--- config.mk ---
export PLATFORM = sky130hd
export DESIGN_NAME = fa_tag_store
export DESIGN_NICKNAME = d
export VERILOG_FILES = /design/src/rtl/fa_pkg.sv /design/src/rtl/fa_tag_array.sv /design/src/rtl/fa_prio_enc.sv /design/src/rtl/fa_repl_ptr.sv /design/src/rtl/fa_tag_store.sv
export SDC_FILE = /design/constraint.sdc
export NUM_CORES = 2
export LEC_CHECK = 0
export BUFFER_PORTS_ARGS = -buffer_cell sky130_fd_sc_hd__clkbuf_2
export CAP_MARGIN = 20
export CORE_MARGIN = 3
export CORE_UTILIZATION = 35
export CTS_CLUSTER_SIZE = 16
export DETAILED_ROUTE_END_ITERATION = 8
export GPL_TIMING_DRIVEN = 0
export PLACE_DENSITY = 0.48
export SYNTH_ARGS = -nofsm -noshare
export SYNTH_HDL_FRONTEND = slang
export SYNTH_SLANG_ARGS = --single-unit
--- constraint.sdc ---
create_clock -name clk -period 4.1 [get_ports clk]
set_clock_uncertainty 0.15 [all_clocks]
set_input_delay 0 -clock clk [delete_from_list [all_inputs] [get_ports clk]]
set_output_delay 0 -clock clk [all_outputs]
set_load 0.1 [all_outputs]
--- src/rtl/fa_pkg.sv ---
package fa_pkg;
  localparam int FA_ADDR_W   = 32;
  localparam int FA_OFFSET_W = 5;
  localparam int FA_ENTRIES  = 64;

  typedef enum logic [1:0] {
    ACT_IDLE   = 2'd0,
    ACT_LOOKUP = 2'd1,
    ACT_FILL   = 2'd2
  } fa_act_e;
endpackage

--- src/rtl/fa_tag_array.sv ---
module fa_tag_array #(
  parameter int ENTRIES = 64,
  parameter int TAG_W   = 27,
  parameter int IDX_W   = 6
) (
  input  logic               clk,
  input  logic               rst,
  input  logic               wr_en,
  input  logic [IDX_W-1:0]   wr_idx,
  input  logic [TAG_W-1:0]   wr_tag,
  input  logic [TAG_W-1:0]   cmp_tag,
  output logic [ENTRIES-1:0] match
);
  logic [TAG_W-1:0]   tag_mem [ENTRIES];
  logic [ENTRIES-1:0] vld;

  // Tag storage carries no reset; validity is tracked separately.
  always_ff @(posedge clk) begin
    if (wr_en) tag_mem[wr_idx] <= wr_tag;
  end

  always_ff @(posedge clk) begin
    if (rst)        vld <= '0;
    else if (wr_en) vld[wr_idx] <= 1'b1;
  end

  // One comparator per entry, qualified by its valid bit.
  for (genvar g = 0; g < ENTRIES; g++) begin : g_cmp
    assign match[g] = vld[g] && (tag_mem[g] == cmp_tag);
  end

  assert_fill_writes_entry_R5: assert property (@(posedge clk) disable iff (rst)
    wr_en |=> vld[$past(wr_idx)] && (tag_mem[$past(wr_idx)] == $past(wr_tag)));

  assert_reset_clears_valid_R1: assert property (@(posedge clk)
    rst |=> (vld == '0));
endmodule

--- src/rtl/fa_prio_enc.sv ---
module fa_prio_enc #(
  parameter int N     = 64,
  parameter int IDX_W = 6
) (
  input  logic [N-1:0]     req,
  output logic             any,
  output logic [IDX_W-1:0] idx
);
  logic [N-1:0] below;

  // Scan from the top down so the lowest set bit is the last one written.
  always_comb begin
    idx = '0;
    for (int i = N - 1; i >= 0; i--) begin
      if (req[i]) idx = IDX_W'(i);
    end
  end

  assign any   = |req;
  assign below = (N'(1) << idx) - N'(1);

  always_comb begin
    if (any) begin
      assert_lowest_wins_R8: assert (req[idx] && ((req & below) == '0));
    end
  end
endmodule

--- src/rtl/fa_repl_ptr.sv ---
module fa_repl_ptr #(
  parameter int ENTRIES = 64,
  parameter int IDX_W   = 6
) (
  input  logic             clk,
  input  logic             rst,
  input  logic             fill,
  input  logic             touch,
  input  logic [IDX_W-1:0] touch_idx,
  output logic [IDX_W-1:0] ptr
);
  localparam logic [IDX_W-1:0] LAST = IDX_W'(ENTRIES - 1);

  logic [IDX_W-1:0] ptr_inc;
  logic             step;

  assign ptr_inc = (ptr == LAST) ? '0 : ptr + 1'b1;
  assign step    = fill || (touch && (touch_idx == ptr));

  always_ff @(posedge clk) begin
    if (rst)       ptr <= '0;
    else if (step) ptr <= ptr_inc;
  end

  assert_reset_ptr_zero_R1: assert property (@(posedge clk)
    rst |=> (ptr == '0));

  assert_step_at_most_one_R6: assert property (@(posedge clk) disable iff (rst)
    (ptr == $past(ptr)) ||
    (ptr == (($past(ptr) == LAST) ? '0 : $past(ptr) + 1'b1)));

  assert_other_hit_holds_R6: assert property (@(posedge clk) disable iff (rst)
    (!fill && (!touch || (touch_idx != ptr))) |=> $stable(ptr));

  assert_wrap_to_zero_R7: assert property (@(posedge clk) disable iff (rst)
    (fill && (ptr == LAST)) |=> (ptr == '0));
endmodule

--- src/rtl/fa_tag_store.sv ---
module fa_tag_store
  import fa_pkg::*;
#(
  parameter int ADDR_W   = FA_ADDR_W,
  parameter int OFFSET_W = FA_OFFSET_W,
  parameter int ENTRIES  = FA_ENTRIES
) (
  input  logic                       clk,
  input  logic                       rst,
  input  logic                       lkp_valid,
  input  logic [ADDR_W-1:0]          lkp_addr,
  input  logic                       fill_en,
  input  logic [ADDR_W-1:0]          fill_addr,
  output logic                       hit,
  output logic [$clog2(ENTRIES)-1:0] hit_idx,
  output logic [$clog2(ENTRIES)-1:0] victim_idx
);
  localparam int TAG_W = ADDR_W - OFFSET_W;
  localparam int IDX_W = $clog2(ENTRIES);

  fa_act_e            act;
  logic [ENTRIES-1:0] match;
  logic               any_match;
  logic [IDX_W-1:0]   enc_idx;
  logic               lkp_hit;
  logic [IDX_W-1:0]   ptr;

  // A fill wins over a lookup in the same cycle.
  always_comb begin
    if (fill_en)        act = ACT_FILL;
    else if (lkp_valid) act = ACT_LOOKUP;
    else                act = ACT_IDLE;
  end

  fa_tag_array #(.ENTRIES(ENTRIES), .TAG_W(TAG_W), .IDX_W(IDX_W)) u_array (
    .clk     (clk),
    .rst     (rst),
    .wr_en   (act == ACT_FILL),
    .wr_idx  (ptr),
    .wr_tag  (fill_addr[ADDR_W-1:OFFSET_W]),
    .cmp_tag (lkp_addr[ADDR_W-1:OFFSET_W]),
    .match   (match)
  );

  fa_prio_enc #(.N(ENTRIES), .IDX_W(IDX_W)) u_enc (
    .req (match),
    .any (any_match),
    .idx (enc_idx)
  );

  assign lkp_hit = (act == ACT_LOOKUP) && any_match;

  fa_repl_ptr #(.ENTRIES(ENTRIES), .IDX_W(IDX_W)) u_ptr (
    .clk       (clk),
    .rst       (rst),
    .fill      (act == ACT_FILL),
    .touch     (lkp_hit),
    .touch_idx (enc_idx),
    .ptr       (ptr)
  );

  always_ff @(posedge clk) begin
    if (rst) begin
      hit     <= 1'b0;
      hit_idx <= '0;
    end else begin
      hit     <= lkp_hit;
      hit_idx <= lkp_hit ? enc_idx : '0;
    end
  end

  assign victim_idx = ptr;

  assert_fill_masks_lookup_R9: assert property (@(posedge clk) disable iff (rst)
    fill_en |=> !hit);

  assert_no_strobe_no_hit_R3: assert property (@(posedge clk) disable iff (rst)
    !lkp_valid |=> !hit);

  assert_miss_idx_zero_R3: assert property (@(posedge clk) disable iff (rst)
    !hit |-> (hit_idx == '0));

  assert_fill_moves_victim_R5: assert property (@(posedge clk) disable iff (rst)
    fill_en |=> (victim_idx != $past(victim_idx)));
endmodule

[Yosys cells after proc, flatten, opt, wreduce, memory -nomap -nowiden]
Memory sizes are Yosys's and may differ from the RTL's.
Cells that the tools add are included.
Storage, ports and cells
  register bits after elaboration: 77
  latch bits: 0
  bits in writable memories: 1728
  memory bits (read-only): 0
  input bits: 68
  logic and storage cells: 219
  memories kept: 1
Memory list
  u_array.tag_mem: words 64, bits a word 27, rd ports 64, clocked after Yosys merged registers in 0, write ports 1, line fa_tag_array.sv:14  | logic [TAG_W-1:0] tag_mem [ENTRIES];
Cells by class
  add/subtract/negate cells: 1
  multiply operators: 0
  div/mod/pow operators: 0
  order comparisons: 2
  equality and inequality tests: 68
  shift-type cells: 0
  mux-type cells: 71
  bitwise gates (word level): 2
  reduce and logical (&&, ||, !) cells: 70
Operators with widths (count)
  == test 27 bit: 64
  two-way mux 6 bit: 65
  logical AND 1 bit: 67
  OR 64 bit: 1
  OR reduction 64 bit: 1
  less-than comparator 6 x 7 -> 1 bit (second input constant): 1
  adder 6 x 1 -> 6 bit (second input constant): 1
  demux 1 bit (select 6 bit): 1
  == test 6 bit: 1
  == test 6 bit (second input constant): 1
  >= comparator 6 x 1 -> 1 bit (second input constant): 1
  two-way mux 1 bit: 4
  == test 2 x 1 -> 1 bit (second input constant): 1
  == test 2 bit (second input constant): 1
  two-way mux 2 bit: 1
  OR reduction 2 bit: 1
  logical OR 1 bit: 1
  inverter 1 bit: 1

[Logic depth before layout (Yosys ltp)]
  depth after elaboration: 69
  gate-level depth with buffers: 19

[Cells and area by module]
Synthesis repeated with hierarchy kept, for this count alone.
Second synthesis, totals
  cell total of the unflattened synthesis: 4724
  area total of the unflattened synthesis: 76394.5 um^2
By module, submodules not included
  fa_tag_array: instances 1, cells each 4520, area each 74940.6 um^2
  fa_prio_enc: instances 1, cells each 145, area each 887.1 um^2
  fa_repl_ptr: instances 1, cells each 42, area each 361.6 um^2
  fa_tag_store: instances 1, cells each 17, area each 205.2 um^2

[Worst setup path after synthesis]
Ideal clock, no wire load.
  path kind: register to register
  from: memory u_array.tag_mem[32][21]
  to: register u_ptr.ptr[4]
  setup time: 71 ps
  data arrival time: 3679 ps
  slack: 200 ps
  cell stages (with the launch flop): 14
  buffers on the path: 0
  period minus slack after synthesis: 3900 ps
  path through: edfxtp_1 -> xor2_1 -> or4_1 -> or3_1 -> o31ai_4 -> nor3_1 -> and3_1 -> o21ai_0 -> mux2i_1 -> or4_4 -> nor2_4 -> a31oi_4 -> or4_1 -> a21oi_1
RTL lines
  start, declared: line fa_tag_array.sv:14
  end signal, assigned: line fa_repl_ptr.sv:22  | else if (step) ptr <= ptr_inc;
  end, declared: line fa_repl_ptr.sv:10  | output logic [IDX_W-1:0] ptr

==> results.ini <==
[worst_hold_path]
hold_path_depth=2
hp-class=in2reg

[floorplanning]
coreArea_um2=228000
die_x_um=486
fp-row-count=175
die_height_um=486
dieArea_um2=236000
ios=81
start_util_pct=35.3

[synth]
synth_cell_types=64
yosys_register_bits=1805
synth_edf_count=1728
ys_async_sr_fraction_pct=0
synth_cells=5486
synth-seq-area-share_pct=66.4
netlist_area_um2=80500
syn_area_per_cell_um2=14.7
syn_nets=5555
ys.flop_type=edfxtp_1
ys_warn_count=0

[power]
peakVddDrop_mv=0.451
p_leak_nw=29.3
power_density_nw_per_um2=436

[finish]
fin_nets=6001
final_common_cell=edfxtp_1
layout_common_cells=1728 x edfxtp_1, 993 x xnor2_1, 702 x xor2_1
drive_above_1_share_pct=13.3
nFillCells=20769
syn_to_final_growth_pct=17.9

[placed_design]
place_hpwl_um=205000
portBuffers=54
gp_congestion=0.875

[route]
dr.pass1.iters=6
routedWlPerCell_um=38.3
vias=53489
vias_per_cell=5.87
drc=0
drtAntennaViolNets=0
drtIter0Drc=9156
wirelength_um=349000

[outcome]
violations=setup timing
status=complete, but fails checks

[timing]
setup_viol=9
rsz0062_at_grt=yes
tightest_slew_ps=1160
hold_viol_final=0
holdWs_ps=42.4
max-slew-margin-rel_pct=22.3
period_minus_slack_ps=4570
drv_slew=0
fmax_mhz=219
worst_slack_ps=-472
final.setup.tns_ps=-2620
timing.final.crit_share_pct=112

[clock_tree]
htree_levels=4
root_buffer=clkbuf_16
clock_latency_ps=860
cts_buffers=193
tritoncts=done
clockBufferDepth=3
cts_num_sinks=1805
clk_pin_slew_worst_paths_ps=60

[critical_path]
cp_num_buf_inv=1
critPathMostFrequentCell=o211ai_1
cp-end-kind=flop
cp.required_ps=4720
path_depth=15
reg2reg_depth=15
worstSetupPathType=reg2reg
path_cells=xnor2_1, nand4_1, nor4_1, nand3_2, a21oi_4, o21bai_2, a31oi_4, o211ai_1, a2111o_1, a2111oi_4, o41ai_4, nor4_4, buf_4, o211ai_1, a21oi_1
crit_slowest_cell=nor4_1
crit_fanout=2
worst_path_largest_cell_delay_ps=620
path_delay_family=compound AO/OA/AOI/OAI gates
start_kind=flop
worstPathArrival_ps=5190

[global_routing]
grt_pass1_wl_um=458000
grt_max_degree=54
grt-ovfl-total=0
grt_pass1_vias=50287
grt_usage_pct=28.9
antenna_found_initial=38

[job]
cap_violations=0

## final cells by class
cell class | count | area, um2 | share of cell area, %
flip-flops and latches | 1805 | 53400 | 56.3
diodes | 6 | 15.0 | 0.0158
clock inverters | 82 | 699 | 0.737
repair buffers | 251 | 3610 | 3.80
multi-input cells | 3451 | 26000 | 27.4
inverters | 22 | 82.6 | 0.0871
clock buffers | 281 | 5470 | 5.76
plain buffers | 208 | 1810 | 1.91
well taps | 3009 | 3760 | 3.97
## what timing repair did
item	CTS	global route
setup endpoints to repair	10	9
buffers inserted	44	1
pin swaps	51	17
hold buffers	45	0
resized for setup	115	14
endpoints found under the hold margin	1790	0
## logic make-up (layout without fill, tap and decap cells)
| logic type | Yosys count | in the layout | synth area share [%] |
|---|---|---|---|
| flops | 1805 | 1805 | 66.4 |
| xor+xnor | 1717 | 1717 | 18.7 |
| simple gates | 1627 | 1627 | 11.7 |
| buf+inv | 230 | 844 | 2.18 |
| compound gates | 102 | 102 | 0.944 |
| mux | 4 | 4 | 0.0498 |
| fa+ha+maj | 1 | 1 | 0.0155 |
| other cells | 0 | 6 | 0 |
## flip-flops by register name (all words and copies together) (netlist names)
name and count:
u_array.tag_mem 1728, hit 1, u_array.vld 64, hit_idx 6, u_ptr.ptr 6
## report_power, final
group | total, mW | switching [mW] | internal (mW)
Sequential | 20.2 | 0.0178 | 20.2
Clock | 17.5 | 7.72 | 9.81
Combinational | 3.61 | 2.69 | 0.919
## Yosys cell counts, drive strengths merged, types with 6 or more instances
master	number	area, um2
nor2b	8	50.1
nand4	566	3540
a21oi	20	104
nand2b	34	213
or4	17	131
and2	9	56.3
nand3b	6	45.0
xor2	702	6150
inv	22	82.6
edfxtp	1728	51900
nand3	88	440
nor4	355	2230
a31oi	6	52.6
buf	191	1610
and4	9	78.8
nor4b	91	797
nor3	37	185
nor2	276	1040
xnor2	1015	8930
a2111oi	9	78.8
nand2	106	398
o21ai	17	85.1
dfxtp	77	1540
clkbuf	17	63.8
## per-layer routing
layer,wire (um),up-vias,GRT usage (%),part of all wire [%]
met4,15600,2,11.0,4.5
met1,143000,27837,40.4,41
met3,33400,603,4.98,9.6
met5,11,-,0,0.0031
li1,-,21673,-,-
met2,157000,3374,45.0,45
## metrics by stage
stage / instances / utilization [%] / instance area [um2] / setup WS [ps] / power, mW
after global routing: 9109 / 41.6 / 94800 / -569 / 42.2
after detailed placement: 8656 / 38.3 / 87200 / -2590 / 24.1
final: 9115 / 41.6 / 94800 / -472 / 41.4
after CTS: 9108 / 41.6 / 94800 / -480 / 41.4
after global placement: 8549 / 37.1 / 84500 / -2660 / 24.0
after floorplan: 5486 / - / 80500 / 200 / 22.2
## final timing paths
path                                                       start                                 to  slack [ps]
worst max-delay path            u_array.tag_mem[63][7]$_DFFE_PP_          u_ptr.ptr[5]$_SDFFE_PP0P_        -470
worst min-delay path                               fill_addr[31]  u_array.tag_mem[46][26]$_DFFE_PP_          40
worst max register to register  u_array.tag_mem[63][7]$_DFFE_PP_          u_ptr.ptr[5]$_SDFFE_PP0P_        -470
worst min register to register      u_array.vld[57]$_SDFFE_PP0P_       u_array.vld[57]$_SDFFE_PP0P_         340
Note: power is estimated with default switching activity, not from simulation.
